==> src/rtl/adcs_pkg.sv <==
package adcs_pkg;
  typedef enum logic {
    RNG_NORMAL = 1'b0,
    RNG_LOW    = 1'b1
  } rng_e;
endpackage

==> src/rtl/adcs_seq.sv <==
module adcs_seq
  import adcs_pkg::*;
#(
  parameter int ADC_W        = 8,
  parameter int HALF_CYC     = 25,
  parameter int INTERVAL_CYC = 25000
) (
  input  logic             clk,
  input  logic             rst,
  input  logic             sdo,
  input  logic             range_lo,
  output logic             cs_n,
  output logic             sclk,
  output logic [ADC_W-1:0] code,
  output logic             done,
  output logic             rdy,
  output logic             rng_use
);
  localparam int IW = $clog2(INTERVAL_CYC);
  localparam int HW = $clog2(HALF_CYC + 1);
  localparam int BW = $clog2(ADC_W + 1);

  logic [IW-1:0] icnt;
  logic [HW-1:0] hcnt;
  logic [BW-1:0] bits;
  logic          busy, primed, tick;
  rng_e          conv_rng;

  assign tick = (icnt == IW'(INTERVAL_CYC - 1));

  always_ff @(posedge clk) begin
    if (rst) icnt <= '0;
    else if (tick) icnt <= '0;
    else icnt <= icnt + IW'(1);
  end

  always_ff @(posedge clk) begin
    if (rst) begin
      busy     <= 1'b0;
      cs_n     <= 1'b1;
      sclk     <= 1'b0;
      hcnt     <= '0;
      bits     <= '0;
      code     <= '0;
      done     <= 1'b0;
      rdy      <= 1'b0;
      primed   <= 1'b0;
      rng_use  <= 1'b0;
      conv_rng <= RNG_NORMAL;
    end else begin
      done <= 1'b0;
      if (!busy) begin
        if (tick) begin
          busy <= 1'b1;
          cs_n <= 1'b0;
          hcnt <= '0;
          bits <= '0;
        end
      end else if (hcnt == HW'(HALF_CYC - 1)) begin
        hcnt <= '0;
        if (!sclk) begin
          sclk <= 1'b1;
          code <= {code[ADC_W-2:0], sdo};
          bits <= bits + BW'(1);
          if (bits == BW'(ADC_W - 1)) begin
            done     <= 1'b1;
            rdy      <= primed;
            primed   <= 1'b1;
            rng_use  <= conv_rng;
            conv_rng <= rng_e'(range_lo);
          end
        end else begin
          sclk <= 1'b0;
          if (bits == BW'(ADC_W)) begin
            busy <= 1'b0;
            cs_n <= 1'b1;
          end
        end
      end else begin
        hcnt <= hcnt + HW'(1);
      end
    end
  end

  AST_SCLK_IN_CS: assert property (@(posedge clk) disable iff (rst) sclk |-> !cs_n);
  AST_FULL_BURST: assert property (@(posedge clk) disable iff (rst) $rose(cs_n) |-> bits == BW'(ADC_W));
endmodule

==> src/rtl/adcs_scale.sv <==
module adcs_scale
  import adcs_pkg::*;
#(
  parameter int ADC_W = 8,
  parameter int OUT_W = ADC_W + 2
) (
  input  logic                    clk,
  input  logic                    rst,
  input  logic [ADC_W-1:0]        code,
  input  logic                    done,
  input  logic                    rdy,
  input  logic                    rng_use,
  output logic signed [OUT_W-1:0] sample,
  output logic                    vld
);
  localparam int SPAN = 1 << (ADC_W - 1);

  logic signed [ADC_W-1:0] tc;
  logic signed [OUT_W-1:0] scaled;

  assign tc = {~code[ADC_W-1], code[ADC_W-2:0]};
  assign scaled = (rng_e'(rng_use) == RNG_LOW) ? {tc, 2'b00}
                                               : {{(OUT_W-ADC_W){tc[ADC_W-1]}}, tc};

  always_ff @(posedge clk) begin
    if (rst) begin
      sample <= '0;
      vld    <= 1'b0;
    end else begin
      vld <= done && rdy;
      if (done && rdy) sample <= scaled;
    end
  end

  AST_VLD_PULSE: assert property (@(posedge clk) disable iff (rst) vld |=> !vld);
  AST_LOW_STEP: assert property (@(posedge clk) disable iff (rst) (vld && rng_use) |-> sample[1:0] == 2'b00);
  AST_NORM_SPAN: assert property (@(posedge clk) disable iff (rst)
    (vld && !rng_use) |-> (sample >= OUT_W'(-SPAN) && sample <= OUT_W'(SPAN - 1)));
endmodule

==> src/rtl/adcs_range.sv <==
module adcs_range #(
  parameter int OUT_W   = 10,
  parameter int HOLD_W  = 8,
  parameter int TRIP_HI = 112,
  parameter int TRIP_LO = 96
) (
  input  logic                    clk,
  input  logic                    rst,
  input  logic [HOLD_W-1:0]       hold,
  input  logic signed [OUT_W-1:0] sample,
  input  logic                    vld,
  output logic                    range_lo
);
  logic [OUT_W-1:0]  mag;
  logic [HOLD_W-1:0] qcnt;
  logic [HOLD_W:0]   qnext;

  assign mag   = sample[OUT_W-1] ? OUT_W'(-sample) : OUT_W'(sample);
  assign qnext = {1'b0, qcnt} + (HOLD_W+1)'(1);

  always_ff @(posedge clk) begin
    if (rst) begin
      range_lo <= 1'b0;
      qcnt     <= '0;
    end else if (vld) begin
      if (mag > OUT_W'(TRIP_HI)) begin
        range_lo <= 1'b1;
        qcnt     <= '0;
      end else if (range_lo) begin
        if (mag < OUT_W'(TRIP_LO)) begin
          if (qnext >= {1'b0, hold}) begin
            range_lo <= 1'b0;
            qcnt     <= '0;
          end else begin
            qcnt <= qnext[HOLD_W-1:0];
          end
        end else begin
          qcnt <= '0;
        end
      end
    end
  end

  AST_TRIP_UP: assert property (@(posedge clk) disable iff (rst)
    $rose(range_lo) |-> ($past(vld) && $past(mag) > OUT_W'(TRIP_HI)));
  AST_TRIP_DOWN: assert property (@(posedge clk) disable iff (rst)
    $fell(range_lo) |-> ($past(vld) && $past(mag) < OUT_W'(TRIP_LO)));
endmodule

==> src/rtl/range_adc_sampler.sv <==
module range_adc_sampler #(
  parameter int ADC_W        = 8,
  parameter int HALF_CYC     = 25,
  parameter int INTERVAL_CYC = 25000,
  parameter int HOLD_W       = 8,
  parameter int TRIP_HI      = 112,
  parameter int TRIP_LO      = 96,
  parameter int OUT_W        = ADC_W + 2
) (
  input  logic                    clk,
  input  logic                    rst,
  input  logic [HOLD_W-1:0]       hold_cfg,
  input  logic                    adc_sdo,
  output logic                    adc_cs_n,
  output logic                    adc_sclk,
  output logic signed [OUT_W-1:0] sample,
  output logic                    sample_vld,
  output logic                    range_lo
);
  logic [ADC_W-1:0] code;
  logic             done, rdy, rng_use;

  adcs_seq #(
    .ADC_W(ADC_W), .HALF_CYC(HALF_CYC), .INTERVAL_CYC(INTERVAL_CYC)
  ) u_seq (
    .clk(clk), .rst(rst), .sdo(adc_sdo), .range_lo(range_lo),
    .cs_n(adc_cs_n), .sclk(adc_sclk), .code(code),
    .done(done), .rdy(rdy), .rng_use(rng_use)
  );

  adcs_scale #(
    .ADC_W(ADC_W), .OUT_W(OUT_W)
  ) u_scale (
    .clk(clk), .rst(rst), .code(code), .done(done), .rdy(rdy),
    .rng_use(rng_use), .sample(sample), .vld(sample_vld)
  );

  adcs_range #(
    .OUT_W(OUT_W), .HOLD_W(HOLD_W), .TRIP_HI(TRIP_HI), .TRIP_LO(TRIP_LO)
  ) u_range (
    .clk(clk), .rst(rst), .hold(hold_cfg), .sample(sample),
    .vld(sample_vld), .range_lo(range_lo)
  );
endmodule

==> config.mk <==
export PLATFORM = sky130hd
export DESIGN_NAME = range_adc_sampler
export DESIGN_NICKNAME = d
export VERILOG_FILES = /design/src/rtl/adcs_pkg.sv /design/src/rtl/adcs_seq.sv /design/src/rtl/adcs_scale.sv /design/src/rtl/adcs_range.sv /design/src/rtl/range_adc_sampler.sv
export SDC_FILE = /design/constraint.sdc
export NUM_CORES = 1
export LEC_CHECK = 0
export BUFFER_PORTS_ARGS = -buffer_cell sky130_fd_sc_hd__buf_2
export CAP_MARGIN = 10
export CORE_AREA = 2 2 91 71
export DETAILED_ROUTE_END_ITERATION = 8
export DIE_AREA = 0 0 93 73
export PLACE_DENSITY = 0.74
export SYNTH_ARGS = -nofsm -noshare
export SYNTH_HDL_FRONTEND = slang
export SYNTH_SLANG_ARGS = --single-unit
==> constraint.sdc <==
create_clock -name clk -period 2.3 [get_ports clk]
set_input_delay 0.23 -clock clk [delete_from_list [all_inputs] [get_ports clk]]
set_output_delay 0.23 -clock clk [all_outputs]
set_load 0.005 [all_outputs]
==> flow_summary.ini, run 1 <==
[grt]
grt_pass1_wl_microns = 10800
grt_max_degree = 36
gr-usage-met3_pct = 6.20
grt-busiest-layer = met2
use_met2_pct = 33.4
grtUsageMet1_pct = 24.6
grt-ovfl-total = 0
track_usage_pct = 19.9
grt_pass1_vias = 2460
antenna_found_initial = 0

[sta]
rsz0062_at_grt = yes
relSlewSlack_pct = 57.7
skew_ps = 6.17
slew_violations = 0
setup_violations = 1
finalHoldViolations = 0
tightestPinTransition_ps = 634
finalCriticalPeriod_ps = 2350
fmax_mhz = 426
timing.final.crit_share_pct = 102
finalWorstSetupSlack_ps = -46.6

[floorplan]
die_x_microns = 93
fp.dieH_microns = 73
start_util_pct = 51.4
core_area_sq_um = 6010
die_area_sq_um = 6790
num_rows = 25
pin_count = 25

[setup_path]
path_cells = nand3_4, nor3_4, xor2_2, ha_1, and3_4, a221oi_2, nand2_1, nand2b_4, nor3b_2, mux2_4
cp_max_fo = 7
slowest_delay_ps = 370
crit_buf_inv = 0
worstSetupEndpointType = register
critPathTopFamily = simple AND/OR/NAND/NOR gates
crit_type = register to register
required_ps = 2580
crit_arrival_ps = 2630
start_kind = register
crit_path_top_delay_cell = dfxtp_4

[synthesis]
synth_largest_area_cell = dfxtp_1
synth_nets = 386
synth_top_cells_by_count = 60 x dfxtp_1, 56 x nor2_1, 20 x inv_1, 20 x mux2i_1, 19 x nand2_1
yosysSeqAreaShare_pct = 38.9
yosysWarningCount = 0
syn_inst = 360
yosysUniqueCellTypes = 48
syn_avg_cell_area_sq_um = 8.57
synth_edf_count = 0
ys_seq_elements = 60
syn_area_sq_um = 3090
synth.area.top_cells = dfxtp_1 39%, nor2_1 6.8%, mux2i_1 6.5%
synthArstFlopShare_pct = 0
synth_most_common_cell = dfxtp_1
synth_top_area_share_pct = 38.9
synth_ff_type = dfxtp_1

[cells_and_area]
drive_above_1_share_pct = 25.2
fin_nets = 434
n_antenna_cell = 0
area_growth_pct = 23.8
fill_cells = 516
fin_cells = 494
utilization_pct = 63.6

[placed_design]
io_buffer_count = 24
placed_cells = 471
hpwl_microns = 4560
gp_congestion = 0.800

[routing]
drt_iter0_drc = 109
drc = 0
first_pass_iters = 4
vias = 2669
wl_per_cell_microns = 13.4
drtAntennaViolNets = 0
finalWirelength_microns = 6630
post_drt_via_cell_ratio = 5.40

[clock_tree]
cts_sinks = 60
cts_buffers = 9
cts_root_buf = clkbuf_8
clockBufferDepth = 2
cts_tree = yes
holdBufCountCts = 0
htreeDepth = 3
clkLatencyLatePin_ps = 340
path_clk_slew_ps = 70

[status]
status = finished, violations left
violations = setup timing

[power]
p_leak_nw = 1.67
p_total_mw = 2.05
power_per_cell_area_nw_per_um2 = 537
peakVddDrop_mv = 0.479

[run]
max_cap_violations = 0

[hold_path]
hold_class = input pin to register
==> kinds of logic (layout without fill, tap and decap cells) <==
logic type | Yosys count | in the layout | synth area share (%)
muxes | 22 | 22 | 7.22
AOI/OAI and AO/OA | 51 | 51 | 11.4
buffers and inverters | 34 | 87 | 4.18
DFF | 60 | 60 | 38.9
and+or+nand+nor | 156 | 156 | 26.0
adders and majority gates | 15 | 15 | 6.08
xor gates and xnor gates | 22 | 22 | 6.25
==> flip-flops by register name, summed over array words and instances, names as in the netlist <==
signal            cells
u_range.qcnt          8
u_range.range_lo      1
u_scale.sample       10
u_scale.vld           1
u_seq.bits            4
u_seq.busy            1
u_seq.code            8
u_seq.conv_rng        1
u_seq.cs_n            1
u_seq.done            1
u_seq.hcnt            5
u_seq.icnt           15
u_seq.primed          1
u_seq.rdy             1
u_seq.rng_use         1
u_seq.sclk            1
==> power by group <==
| group | internal (mW) | switching [mW] | total [mW] |
|---|---|---|---|
| Clock | 0.527 | 0.422 | 0.949 |
| Sequential | 1.04 | 0.00344 | 1.04 |
| Combinational | 0.0229 | 0.0374 | 0.0604 |
| Total | 1.59 | 0.463 | 2.05 |
==> cell usage in the layout (no fill, tap or decap), types with 3 or more instances in the layout <==
cell type  count
a21oi_1       16
buf_2         24
clkbuf_8      10
dfxtp_2        5
nor2_2         3
mux2i_1       20
nor2b_1        8
inv_1         20
buf_4         26
nor3_1        13
a21o_1         6
o21ai_0        8
dfxtp_1       51
xor2_1        14
nand4_1        5
nor2_1        54
nand3b_1       4
ha_1          14
a211oi_1       6
nand4b_1       3
and3_1         7
nand2_1       18
or3_1          5
nand3_1       12
dfxtp_4        4
xnor2_1        7
==> worst reg2reg max path, delay by kind of cell, from the launching register on <==
| kind | cells | cell delay, ps |
|---|---|---|
| and+or+nand+nor | 6 | 1030 |
| DFF | 1 | 370 |
| AOI/OAI and AO/OA | 1 | 280 |
| adders and majority gates | 1 | 270 |
| xor gates and xnor gates | 1 | 180 |
| muxes | 1 | 160 |
==> per-layer routing <==
| metal | wire length, microns | vias to the layer above |
|---|---|---|
| met5 | 0 | - |
| met4 | 121 | 0 |
| met3 | 233 | 12 |
| met2 | 3120 | 45 |
| met1 | 3160 | 1256 |
| li1 | - | 1356 |
==> path summary, 6_finish.rpt <==
| check | from | to | slack, ps | cells past startpoint |
|---|---|---|---|---|
| worst min-delay path | adc_sdo | u_seq.code[0] | 130 | 3 |
| worst max register to register | u_range.qcnt[4] | u_range.qcnt[7] | -50 | 10 |
| worst max-delay path | u_range.qcnt[4] | u_range.qcnt[7] | -50 | 10 |
| worst min register to register | u_seq.icnt[0] | u_seq.icnt[0] | 460 | 1 |
==> final cells by class <==
type	instances	area, sq um	share of cell area (%)
Clock buffer	10	138	3.60
Inverter	20	75.1	1.96
Timing Repair Buffer	51	327	8.55
Multi-Input combinational cell	266	1890	49.6
Clock inverter	6	63.8	1.67
Sequential cell	60	1220	32.0
Tap cell	81	101	2.65
==> repair_timing <==
action | CTS | global route
buffers inserted | 1 | 6
pin swaps | 1 | 12
gates resized for setup | 7 | 30
endpoints found under the setup margin | 9 | 9
==> through the flow <==
step	hold WS [ps]	setup TNS, ps	area, sq um	setup WS, ps
after global routing	141	-1410	3820	-212
final	130	-46.6	3820	-46.6
after floorplan	377	0	3100	6.02
after global placement	432	-3.83	3420	-3.83
after detailed placement	457	-956	3420	-147
after CTS	115	0	3660	13.4
Note: power is estimated with default switching activity, not from simulation.
==> run 2: changes to the inputs <==
--- a/config.mk
+++ b/config.mk
@@ -7,10 +7,12 @@
 export LEC_CHECK = 0
 export BUFFER_PORTS_ARGS = -buffer_cell sky130_fd_sc_hd__buf_2
 export CAP_MARGIN = 10
-export CORE_AREA = 2 2 91 71
+export CELL_PAD_IN_SITES_DETAIL_PLACEMENT = 1
+export CELL_PAD_IN_SITES_GLOBAL_PLACEMENT = 1
+export CORE_AREA = 2 2 104 81
 export DETAILED_ROUTE_END_ITERATION = 8
-export DIE_AREA = 0 0 93 73
-export PLACE_DENSITY = 0.74
+export DIE_AREA = 0 0 106 83
+export PLACE_DENSITY_LB_ADDON = 0.1
 export SYNTH_ARGS = -nofsm -noshare
 export SYNTH_HDL_FRONTEND = slang
 export SYNTH_SLANG_ARGS = --single-unit
==> run 2 against run 1 <==
Compared with the run above: the run now ends clean; wire length increased by 13%; setup slack improved by 67 ps; flip-flop and latch count unchanged; sequential share of layout area decreased by 1.0 points; global-route usage decreased by 2.8 points.
==> flow_summary.ini, run 2 (synthesis results as in run 1) <==
[clock_tree]
htreeDepth = 3
cts_buffers = 9
path_clk_slew_ps = 80
cts_root_buf = clkbuf_8
clockBufferDepth = 2
cts_sinks = 60
clkLatencyLatePin_ps = 330
cts_tree = yes

[sta]
setup_violations = 0
finalWorstSetupSlack_ps = 20.1
rsz0062_at_grt = yes
slew_violations = 0
finalCriticalPeriod_ps = 2280
fmax_mhz = 439
fin_tns_setup_ps = 0
finalHoldViolations = 0
skew_ps = 13.3
timing.final.crit_share_pct = 99.1
relSlewSlack_pct = 55.1
tightestPinTransition_ps = 673

[cells_and_area]
area_growth_pct = 27.0
largest_reg_flops = 15
final_cell_mix = 54 x nor2_1, 53 x dfxtp_1, 35 x buf_4
largest_register = u_seq.icnt
largestRegisters = u_seq.icnt (15), u_scale.sample (10)
fin_nets = 442
mostFrequentLayoutCell = nor2_1
n_antenna_cell = 0
drive_above_1_share_pct = 26.4
fill_cells = 943

[grt]
grt_pass1_wl_microns = 12300
track_usage_pct = 17.1
antenna_found_initial = 0
grt_pass1_vias = 2626
grt-ovfl-total = 0
grt_max_degree = 37

[setup_path]
crit_arrival_ps = 2500
worstSetupEndpointType = register
crit_type = register to register
r2r_slack_ps = 20
required_ps = 2520
cp_max_fo = 4
reg2regPathDepth = 6
worstReg2RegStart = u_scale.sample[0]
start_kind = register
r2r-end = u_range.qcnt[1]

[hold_path]
hold_depth = 3
hp-start = adc_sdo
min_to = u_seq.code[0]
hold_class = input pin to register

[floorplan]
pin_count = 25
core_area_sq_um = 7740
start_util_pct = 39.9
die_x_microns = 106
die_area_sq_um = 8800
fp.dieH_microns = 83
num_rows = 28

[placed_design]
place_ws_ps = -178
io_buffer_count = 24
hpwl_microns = 5250
gp_congestion = 0.781

[power]
peakVddDrop_mv = 0.308
p_leak_nw = 1.69
power_per_cell_area_nw_per_um2 = 537

[routing]
first_pass_iters = 4
drtAntennaViolNets = 0
vias = 2658
finalWirelength_microns = 7470
wl_per_cell_microns = 14.2
post_drt_via_cell_ratio = 5.05
drt_iter0_drc = 74
drc = 0

[run]
max_cap_violations = 0

[status]
status = finished, final reports clean
[run 2: cell count changes in the layout (fill, tap and decap cells not counted), sizes merged]
cell and change:
clkbuf +1, buf +8, clkinv -2, inv +1
[run 2: stage by stage]
step / instance area [sq um] / instances / power [mW] / hold WS, ps / utilization (%)
2_1_floorplan: 3100 / 360 / 1.10 / 377 / -
3_3_place_gp: 3520 / 505 / 1.12 / 435 / 45.5
3_5_place_dp: 3520 / 505 / 1.13 / 453 / 45.5
4_1_cts: 3790 / 522 / 2.14 / 156 / 48.9
5_1_grt: 3920 / 526 / 2.19 / 185 / 50.6
6_report: 3920 / 526 / 2.10 / 162 / 50.6
[run 2: critical path: stages, from the launching register on]
cell	delay [ps]
dfxtp_1	320
or4_4	570
nor4_2	250
mux2i_2	280
nor2_1	110
o31ai_4	280
mux2_1	350
[run 2: worst max path at each step]
stage / startpoint / end / slack, ps / cells after the start
2_1_floorplan: u_range.qcnt[0] / u_range.qcnt[7] / 6 / 11
3_3_place_gp: u_range.qcnt[0] / u_range.qcnt[7] / -80 / 11
3_5_place_dp: u_range.qcnt[3] / u_range.qcnt[0] / -180 / 10
4_1_cts: u_range.qcnt[0] / u_range.qcnt[1] / 7 / 10
5_1_grt: u_range.qcnt[1] / u_range.qcnt[7] / -150 / 10
6_report: u_scale.sample[0] / u_range.qcnt[1] / 20 / 6
[run 2: power breakdown]
| part | leakage, nW | switching (mW) | total, mW | internal [mW] |
|---|---|---|---|---|
| sequential | 0.488 | 0.00382 | 1.04 | 1.04 |
| clock | 0.102 | 0.432 | 0.993 | 0.561 |
| combinational | 1.10 | 0.0404 | 0.0660 | 0.0257 |
| total | 1.69 | 0.476 | 2.10 | 1.63 |
[run 2: timing repair]
action,CTS,global route
gates cloned,0,0
hold buffers,0,0
endpoints found under the setup margin,9,9
pin swaps,4,7
setup buffers,1,4
resized for setup,13,22
[run 2: area by class of cell]
type | count | area [sq um] | share of cell area (%)
multi-input cells | 266 | 1910 | 48.6
repair buffers | 59 | 383 | 9.77
flip-flops and latches | 60 | 1210 | 31.0
clock inverters | 5 | 58.8 | 1.50
inverters | 20 | 75.1 | 1.92
clock buffers | 11 | 151 | 3.86
well taps | 105 | 131 | 3.35
[run 2: routing by layer]
metal	share of wire [%]	up-vias	GRT usage [%]
met3	2.8	5	5.10
met4	0.51	0	2.87
met2	47	25	27.6
met5	0	-	0
li1	-	1367	-
met1	50	1261	23.0
==> run 3: changes to the inputs <==
--- a/config.mk
+++ b/config.mk
@@ -12,6 +12,7 @@
 export CORE_AREA = 2 2 104 81
 export DETAILED_ROUTE_END_ITERATION = 8
 export DIE_AREA = 0 0 106 83
+export MAX_ROUTING_LAYER = met4
 export PLACE_DENSITY_LB_ADDON = 0.1
 export SYNTH_ARGS = -nofsm -noshare
 export SYNTH_HDL_FRONTEND = slang
==> run 3 against run 2 <==
Compared with the run above: via count grew 0.15%; count of clock-buffer cells in the layout is the same; combinational power is essentially flat; global-route usage grew 0.51 points; critical path depth is the same; first-iteration DRC count grew 1.4%; critical endpoint unchanged; largest power group unchanged; highest routed layer unchanged.
==> flow_summary.ini, run 3 (synthesis results as in run 1) <==
[status]
status = finished, final reports clean

[floorplan]
die_area_sq_um = 8800
start_util_pct = 39.9
pin_count = 25
core_area_sq_um = 7740
fp.dieH_microns = 83
die_x_microns = 106
num_rows = 28

[cells_and_area]
regArea_sq_um = 1210
largest_register = u_seq.icnt
drive_above_1_share_pct = 26.4
multiInputGateArea_sq_um = 1910
utilization_pct = 50.6
n_antenna_cell = 0
largestRegisters = u_seq.icnt (15), u_scale.sample (10)
final_cell_mix = 54 x nor2_1, 53 x dfxtp_1, 35 x buf_4
mostFrequentLayoutCell = nor2_1
fin_nets = 442
fill_cells = 943
largest_reg_flops = 15
post-route-cell-area_sq_um = 3920
area_growth_pct = 27.0
fin_cells = 526

[power]
p_leak_nw = 1.69
power_per_cell_area_nw_per_um2 = 537
clockPowerShare_pct = 47.2
p_sw_mw = 0.477
peakVddDrop_mv = 0.308
comb_power_share_pct = 3.1
power.internal_mw = 1.63
p_seq_share_pct = 49.6
swShare_pct = 22.7

[clock_tree]
clockBufferDepth = 2
htreeDepth = 3
clkLatencyLatePin_ps = 330
cts_root_buf = clkbuf_8
cts_sinks = 60
cts_buffers = 9
cts_tree = yes
path_clk_slew_ps = 80

[setup_path]
worstSetupEndpointType = register
crit_type = register to register
r2r_slack_ps = 20
start_kind = register
required_ps = 2520
reg2regPathDepth = 6
crit_arrival_ps = 2490
path_cells = or4_4, nor4_2, mux2i_2, nor2_1, o31ai_4, mux2_1
slowest_delay_ps = 570
crit_path_top_delay_cell = or4_4
worstReg2RegStart = u_scale.sample[0]
cp_max_fo = 4
r2r-end = u_range.qcnt[1]

[routing]
drt_iter0_drc = 75
wl_met3_microns = 216
drc = 0
wl_per_cell_microns = 14.2
first_pass_iters = 4
top_layer = met4
dr_wl_met2_microns = 3480
drtAntennaViolNets = 0
wl_met1_microns = 3740
post_drt_via_cell_ratio = 5.06
vias = 2662
finalWirelength_microns = 7480

[grt]
grt_pass1_vias = 2622
grt-ovfl-total = 0
antenna_found_initial = 0
grt_pass1_wl_microns = 12300
track_usage_pct = 17.6
grt_max_degree = 37

[placed_design]
place_area_sq_um = 3520
place_ws_ps = -178
hpwl_microns = 5250
gp_congestion = 0.792
placed_cells = 505
io_buffer_count = 24

[sta]
relSlewSlack_pct = 55.2
tightestPinTransition_ps = 672
timing.final.crit_share_pct = 99.0
rsz0062_at_grt = yes
setup_violations = 0
finalWorstSetupSlack_ps = 23.2
slew_violations = 0
finalCriticalPeriod_ps = 2280
finalHoldViolations = 0
skew_ps = 13.3
fmax_mhz = 439

[hold_path]
hold_depth = 3
hold_class = input pin to register
min_to = u_seq.code[0]
hp-start = adc_sdo

[run]
max_cap_violations = 0
[run 3: cell counts in the layout (fill, tap and decap cells not counted)]
Identical to the previous run, type by type.
[run 3: final cells by class]
class                           instances  area share (%)
Inverter                               20            1.92
Clock buffer                           11            3.86
Multi-Input combinational cell        266            48.6
Timing Repair Buffer                   59            9.77
Clock inverter                          5            1.50
Tap cell                              105            3.35
Sequential cell                        60            31.0
[run 3: power by group through the flow]
stage / Clock, mW / Sequential, mW / Combinational [mW]
3_5_place_dp: 0 / 1.07 / 0.0566
3_3_place_gp: 0 / 1.07 / 0.0544
6_report: 0.994 / 1.04 / 0.0661
5_1_grt: 1.07 / 1.04 / 0.0748
4_1_cts: 1.03 / 1.05 / 0.0611
2_1_floorplan: 0 / 1.07 / 0.0348
[run 3: worst max-delay path, delay by kind of cell (launching register included)]
kind	cells	cell delay, ps
AOI/OAI and AO/OA	1	280
DFF	1	320
muxes	2	630
and+or+nand+nor	3	930
[run 3: per-stage QoR]
step           hold WS (ps)  total power [mW]  TNS [ps]
2_1_floorplan           377              1.10         0
3_3_place_gp            435              1.12      -491
3_5_place_dp            453              1.13     -1120
4_1_cts                 156              2.14         0
5_1_grt                 185              2.19      -614
6_report                161              2.10         0
[run 3: worst max path at each step]
stage                 endpoint  slack [ps]              start
4_1_cts        u_range.qcnt[1]           7    u_range.qcnt[0]
3_5_place_dp   u_range.qcnt[0]        -180    u_range.qcnt[3]
3_3_place_gp   u_range.qcnt[7]         -80    u_range.qcnt[0]
6_report       u_range.qcnt[1]          20  u_scale.sample[0]
2_1_floorplan  u_range.qcnt[7]           6    u_range.qcnt[0]
5_1_grt        u_range.qcnt[7]        -140    u_range.qcnt[1]
[run 3: routing by layer]
layer	GRT usage [%]	vias to the layer above
met5	-	-
met4	2.87	0
met3	5.10	5
met2	27.6	27
met1	23.1	1264
li1	-	1366
[run 3: what timing repair did]
action / 4_1_cts / 5_1_grt
pin swaps: 4 / 7
gates resized for setup: 13 / 22
endpoints found under the setup margin: 9 / 9
hold buffers: 0 / 0
buffers inserted: 1 / 4
